--- config.mk ---
export PLATFORM = sky130hd
export DESIGN_NAME = pwr_ctl_reg
export DESIGN_NICKNAME = d
export VERILOG_FILES = /design/src/rtl/pwr_ctl_pkg.sv /design/src/rtl/pwr_ctl_ctrl.sv /design/src/rtl/pwr_ctl_dp.sv /design/src/rtl/pwr_ctl_reg.sv
export SDC_FILE = /design/constraint.sdc
export NUM_CORES = 1
export LEC_CHECK = 0
export BUFFER_PORTS_ARGS = -buffer_cell sky130_fd_sc_hd__buf_2
export CORE_AREA = 8 8 45 47
export DETAILED_ROUTE_END_ITERATION = 6
export DIE_AREA = 0 0 53 55
export HOLD_SLACK_MARGIN = 0.08
export SLEW_MARGIN = 10
export SYNTH_ARGS = -nofsm -noshare
export SYNTH_HDL_FRONTEND = slang
export SYNTH_SLANG_ARGS = --single-unit
--- constraint.sdc ---
create_clock -name clk -period 2.45 [get_ports clk]
set_input_delay 0.6125 -clock clk [delete_from_list [all_inputs] [get_ports clk]]
set_output_delay 0.6125 -clock clk [all_outputs]
set_load 0.005 [all_outputs]
--- src/rtl/pwr_ctl_pkg.sv ---
`timescale 1ns/1ps
package pwr_ctl_pkg;
  // Bit positions: software and the serial port decode these.
  localparam int BIT_IDL = 0;
  localparam int BIT_PD  = 1;
  localparam int BIT_GF0 = 2;
  localparam int BIT_GF1 = 3;
  localparam int BIT_POF = 4;
  localparam int BIT_RSV = 5;
  localparam int BIT_SEL = 6;
  localparam int BIT_DBL = 7;
  localparam int REG_BITS = 8;

  typedef struct packed {
    logic wrEn;
    logic rdEn;
    logic clrMode;
    logic setPof;
  } pwrStrobe_t;
endpackage

--- src/rtl/pwr_ctl_ctrl.sv ---
`timescale 1ns/1ps
module pwr_ctl_ctrl
  import pwr_ctl_pkg::*;
#(
  parameter int AW = 8,
  parameter logic [AW-1:0] SELF_ADDR = 8'h87
) (
  input  logic          clk,
  input  logic          rstN,
  input  logic [AW-1:0] addr,
  input  logic          wr,
  input  logic          rd,
  input  logic          irq,
  input  logic          por,
  output pwrStrobe_t    strb
);
  logic hit;

  assign hit          = (addr == SELF_ADDR);
  assign strb.wrEn    = wr & hit;
  assign strb.rdEn    = rd & hit;
  assign strb.clrMode = irq;
  assign strb.setPof  = por;

  // a write aimed at another address never reaches the datapath.
  a_r3_foreign_write_blocked: assert property (@(posedge clk) disable iff (!rstN)
    (addr != SELF_ADDR) |-> !strb.wrEn && !strb.rdEn);
endmodule

--- src/rtl/pwr_ctl_dp.sv ---
`timescale 1ns/1ps
module pwr_ctl_dp
  import pwr_ctl_pkg::*;
#(
  parameter int DW = 8
) (
  input  logic          clk,
  input  logic          rstN,
  input  pwrStrobe_t    strb,
  input  logic [DW-1:0] wdata,
  output logic [DW-1:0] rdata,
  output logic          idleEn,
  output logic          pdEn,
  output logic          baudDouble,
  output logic          serBit7Fe
);
  localparam int PAD = DW - REG_BITS;

  logic dbl, sel, pof, gf1, gf0, pd, idl;
  logic [REG_BITS-1:0] image;
  logic unusedRsv;

  assign unusedRsv = wdata[BIT_RSV];

  // Reset-cleared bits. An interrupt clear is applied after the write,
  // so it wins over a write in the same cycle.
  always_ff @(posedge clk or negedge rstN) begin
    if (!rstN) begin
      dbl <= 1'b0;
      sel <= 1'b0;
      gf1 <= 1'b0;
      gf0 <= 1'b0;
      pd  <= 1'b0;
      idl <= 1'b0;
    end else begin
      if (strb.wrEn) begin
        dbl <= wdata[BIT_DBL];
        sel <= wdata[BIT_SEL];
        gf1 <= wdata[BIT_GF1];
        gf0 <= wdata[BIT_GF0];
        pd  <= wdata[BIT_PD];
        idl <= wdata[BIT_IDL];
      end
      if (strb.clrMode) begin
        pd  <= 1'b0;
        idl <= 1'b0;
      end
    end
  end

  // The power-lost flag is outside the reset domain.
  // The hardware set beats a software write in the same cycle.
  always_ff @(posedge clk) begin
    if (strb.setPof)    pof <= 1'b1;
    else if (strb.wrEn) pof <= wdata[BIT_POF];
  end

  always_comb begin
    image          = '0;
    image[BIT_DBL] = dbl;
    image[BIT_SEL] = sel;
    image[BIT_POF] = pof;
    image[BIT_GF1] = gf1;
    image[BIT_GF0] = gf0;
    image[BIT_PD]  = pd;
    image[BIT_IDL] = idl;
  end

  generate
    if (PAD > 0) begin : g_pad
      assign rdata = strb.rdEn ? {{PAD{1'b0}}, image} : '0;
    end else begin : g_nopad
      assign rdata = strb.rdEn ? image : '0;
    end
  endgenerate

  assign pdEn       = pd;
  assign idleEn     = idl & ~pd;
  assign baudDouble = dbl;
  assign serBit7Fe  = sel;

  a_r5_irq_clears_modes: assert property (@(posedge clk) disable iff (!rstN)
    strb.clrMode |=> !pdEn && !idleEn);
  a_r6_por_sets_flag: assert property (@(posedge clk) disable iff (!rstN)
    strb.setPof |=> pof);
  a_r4_pd_excludes_idle: assert property (@(posedge clk) disable iff (!rstN)
    pdEn |-> !idleEn);
  a_r2_write_lands: assert property (@(posedge clk) disable iff (!rstN)
    strb.wrEn |=> (gf1 == $past(wdata[BIT_GF1])) && (gf0 == $past(wdata[BIT_GF0]))
                  && (baudDouble == $past(wdata[BIT_DBL])) && (serBit7Fe == $past(wdata[BIT_SEL])));
  a_r3_hold_without_write: assert property (@(posedge clk) disable iff (!rstN)
    (!strb.wrEn && !strb.clrMode) |=> $stable({dbl, sel, gf1, gf0, pd, idl}));
endmodule

--- src/rtl/pwr_ctl_reg.sv ---
`timescale 1ns/1ps
module pwr_ctl_reg
  import pwr_ctl_pkg::*;
#(
  parameter int AW = 8,
  parameter int DW = 8,
  parameter logic [AW-1:0] SELF_ADDR = 8'h87
) (
  input  logic          clk,
  input  logic          rstN,
  input  logic [AW-1:0] sfrAddr,
  input  logic          sfrWr,
  input  logic          sfrRd,
  input  logic [DW-1:0] sfrWdata,
  output logic [DW-1:0] sfrRdata,
  input  logic          irqEvent,
  input  logic          porDet,
  output logic          idleEn,
  output logic          pdEn,
  output logic          baudDouble,
  output logic          serBit7Fe
);
  pwrStrobe_t strb;

  pwr_ctl_ctrl #(.AW(AW), .SELF_ADDR(SELF_ADDR)) ctrl_i (
    .clk(clk), .rstN(rstN), .addr(sfrAddr), .wr(sfrWr), .rd(sfrRd),
    .irq(irqEvent), .por(porDet), .strb(strb)
  );

  pwr_ctl_dp #(.DW(DW)) dp_i (
    .clk(clk), .rstN(rstN), .strb(strb), .wdata(sfrWdata), .rdata(sfrRdata),
    .idleEn(idleEn), .pdEn(pdEn), .baudDouble(baudDouble), .serBit7Fe(serBit7Fe)
  );
endmodule

==> Word level (Yosys, flattened, before mapping) <==
Index checks and enable logic that the tools add are counted.
{ "classes": {"eq_ne": 1, "n_mux": 5, "n_bitwise": 4, "n_reduce_logical": 1} }
{ "op_table": {"columns": ["operator", "n"], "rows": [
  ["== test 8 bit, second input constant", 1],
  ["two-way mux 8 bit", 1],
  ["two-way mux 1 bit", 4],
  ["AND 1 bit", 3],
  ["nonzero test 2 bit", 1],
  ["NOT 1 bit", 1]
]} }
{ "word_totals": {"reg_bits": 7, "inputBits": 22, "output_inout_bits": 12, "elab_cells": 18} }

==> Logic depth before layout (Yosys ltp) <==
{ "depth": {"word_depth": 4, "depth_mapped": 3, "depth_no_buf": 3} }

==> Hierarchy <==
From an unflattened synthesis, not the netlist that was laid out.
{ "hier_totals": {"cells_unflattened": 36, "area_unflattened_um2": 402.9} }
{ "modules_own_cells": {"columns": ["module", "instances", "cells_per_inst", "area_per_inst_um2", "seq_area_each_um2"], "rows": [
  ["pwr_ctl_dp", 1, 28, 347.8, 170.2],
  ["pwr_ctl_ctrl", 1, 8, 55.1, 0.0]
]} }

==> Least setup slack after synthesis <==
No wires, ideal clock.
{ "synth_timing": {"kind": "input-to-output", "startpoint": "in sfrAddr[5]", "endpoint": "out sfrRdata[0]", "arrival_ps": 1647, "required_time_ps": 1837, "setup_slack_ps": 191, "path_stages": 3, "path_buffers": 0, "path_cell_list": "or4b_4 > nor3_1 > and2_1"} }
{ "synth_between": {"elab_chain_cells": 3} }
{ "synth_lines": {"columns": ["element", "line", "text"], "rows": [
  ["start, declared", "pwr_ctl_reg.sv:11", "input logic [AW-1:0] sfrAddr,"],
  ["== test 8 bit", "pwr_ctl_ctrl.sv:19", "assign hit = (addr == SELF_ADDR);"],
  ["AND 1 bit", "pwr_ctl_ctrl.sv:21", "assign strb.rdEn = rd & hit;"],
  ["two-way mux 8 bit", "pwr_ctl_dp.sv:73", "assign rdata = strb.rdEn ? image : '0;"],
  ["end, declared", "pwr_ctl_reg.sv:15", "output logic [DW-1:0] sfrRdata,"]
]} }
No other way between the ends.

==> Final worst setup path <==
{ "layout_timing": {"startpoint": "in sfrAddr[5]", "endpoint": "out sfrRdata[6]"} }
The elaborated chain is that of the path after synthesis.

==> results.tsv <==
metric	value	unit
status	completed	
root_buffer	clkbuf_4	
tns	0	ns
worstSetupPathType	in2out	
synth.avg_cell_area	10.8	um^2
vias	394	
place_area	581	um^2
synth_xor_area_share	0	%
ys_ff_latch	7	
yosys.area_share.simple	32.4	%
dieArea	2920	um^2
hold_viol_final	0	
grt_usage	8.41	%
muxShareOfSynthArea	19.2	%
syn_inst	36	
synth_top_area_share	38.5	%
syn_area	390	um^2
critPathLaunch	sfrAddr[5]	
place_ws	0.0401	ns
synth_edf_count	0	
cts_max_path_buffers	2	
first_iter_violations	1	
grt_max_degree	8	
synth_ff_type	dfrtp_1	
holdCritPathClass	in2async	
final.setup.worst_slack	0.0730	ns
r2r-end	dp_i.serBit7Fe	
place_inst	85	
maxCapViolCount	0	
clock-sinks	7	
die_x	53	um
yosys_warnings	0	
clkLatencyLatePin	0.26	ns
ys_top_cells_by_count	and2_1 (7), dfrtp_1 (6), mux2_2 (4), nand2b_1 (4), mux2i_1 (3)	
finalCriticalPeriod	2.38	ns
rows	14	
cts_made_buffers	3	
vias_per_cell	4.43	
antenna_cells	0	
synth_top_family_by_area	simple AND/OR/NAND/NOR gates	
power_density	429	nW/um^2
ir_drop	183	uV
reg2reg_from	dp_i.serBit7Fe	
synth_adder_area_share	0	%
fmax	0.421	GHz
drc	0	
worstSetupEndpointType	output port	
cp-endpoint	sfrRdata[6]	
report.final.slew_viol_count	0	
fin_hold_ws	0.161	ns
fillers	146	
htree_levels	1	
fp.dieH	55	um
wl	1.21	mm
p_leak	0.000351	uW
clkSlewWorstSetupHoldPaths	0.06	ns
start_kind	input port	
wl_per_cell	13.6	um
seq_area_frac_synth	43.6	%
async_reset_ff_share	85.7	%
ioPinCount	34	
synth_compound_area_share	0	%
drive_above_1_share	61.6	%
place.gp.congestion	0.714	
crit_fanout	7	
cts_tree	yes	
start_util	28.2	%
period_share	97.0	%
nets	96	
drtAntennaViolNets	0	
fin_cells	89	
first_global_vias	379	
grt_overflow	0	
io_buffers	31	
yosysMostFrequentCell	and2_1	
fin_area	613	um^2
rsz0062_at_grt	false	
synth_top_area_cell	dfrtp_1	
area_growth	57.1	%
finClkSkew	0	ns
critPathRequiredTime	1.84	ns
antenna_found_initial	0	
yosys-top-cells-area	dfrtp_1 (38%), mux2_2 (12%), and2_1 (11%)	
synthDistinctLibCells	15	
reg2reg_slack	1.69	ns
crit_arrival	1.76	ns
syn_nets	58	
grt_pass1_wl	1.73	mm
setup_viol	0	
core	1380	um^2
cts_hold_buf	0	
detailedRoute.firstPassIterationCount	2	
r2r_cells	1	
-- state kept, by name, indices dropped and copies added, names as in the netlist --
name,cells
dp_i.pof,1
dp_i.idl,1
dp_i.pdEn,1
dp_i.gf0,1
dp_i.baudDouble,1
dp_i.serBit7Fe,1
dp_i.gf1,1
-- metrics by stage --
stage | utilization, % | power, uW
final | 44.3 | 263
after global placement | 42.0 | 151
after CTS | 43.9 | 268
after global routing | 44.3 | 276
after floorplan | - | 132
after detailed placement | 42.0 | 153
-- kinds of logic (layout without fill, tap and decap cells) --
kind of cell           count (synthesis)  in the layout
and+or+nand+nor                       18             18
muxes                                  7              7
other                                  1              1
DFF                                    7              7
buffers and inverters                  3             40
-- worst min path at each step --
| stage | from | to | slack [ns] | cells past startpoint |
|---|---|---|---|---|
| 2_1_floorplan | rstN | dp_i.baudDouble | 0.32 | 0 |
| 3_3_place_gp | rstN | dp_i.pdEn | 0.44 | 1 |
| 3_5_place_dp | rstN | dp_i.idl | 0.45 | 1 |
| 4_1_cts | rstN | dp_i.pdEn | 0.16 | 1 |
| 5_1_grt | rstN | dp_i.gf1 | 0.16 | 1 |
| 6_report | rstN | dp_i.pdEn | 0.16 | 1 |
-- timing repair --
| item | in CTS | in global routing |
|---|---|---|
| endpoints found under the setup margin | 0 | 1 |
| resized for setup | 0 | 1 |
| setup buffers | 0 | 0 |
-- layout by cell type, fill, tap and decap left out, drive strengths merged --
cell | netlist | layout
and2 | 7 | 7
buf | 1 | 34
clkbuf | 0 | 3
clkinv | 0 | 1
conb | 1 | 1
dfrtp | 6 | 6
dfxtp | 1 | 1
inv | 2 | 2
mux2 | 4 | 4
mux2i | 3 | 3
nand2b | 4 | 4
nand4b | 1 | 1
nor2 | 2 | 2
nor2b | 1 | 1
nor3 | 2 | 2
or4b | 1 | 1
-- critical path: stages --
cell    delay, ns
buf_2        0.10
or4b_4       0.54
nor3_2       0.11
buf_4        0.16
and2_1       0.13
buf_2        0.11
-- power by group --
part | total, uW | switching, uW | leakage (uW) | internal [uW]
combinational | 30.2 | 11.9 | 0.000242 | 18.2
sequential | 120 | 1.65 | 0.0000912 | 119
clock | 113 | 52.3 | 0.0000177 | 60.2
total | 263 | 65.9 | 0.000351 | 197
-- layer usage --
layer	routed length, um	track usage [%]
met1	424	7.57
met2	606	13.3
met3	153	4.01
met4	30	9.05
met5	0	0
-- layout make-up --
| cell class | count | area [um^2] | share of cell area (%) |
|---|---|---|---|
| multi-input cells | 26 | 210 | 34.3 |
| inverters | 2 | 7.51 | 1.22 |
| repair buffers | 34 | 178 | 29.0 |
| clock inverters | 1 | 5.00 | 0.816 |
| clock buffers | 3 | 22.5 | 3.67 |
| well taps | 16 | 20.0 | 3.27 |
| flip-flops and latches | 7 | 170 | 27.8 |
Note: power is estimated with default switching activity, not from simulation.
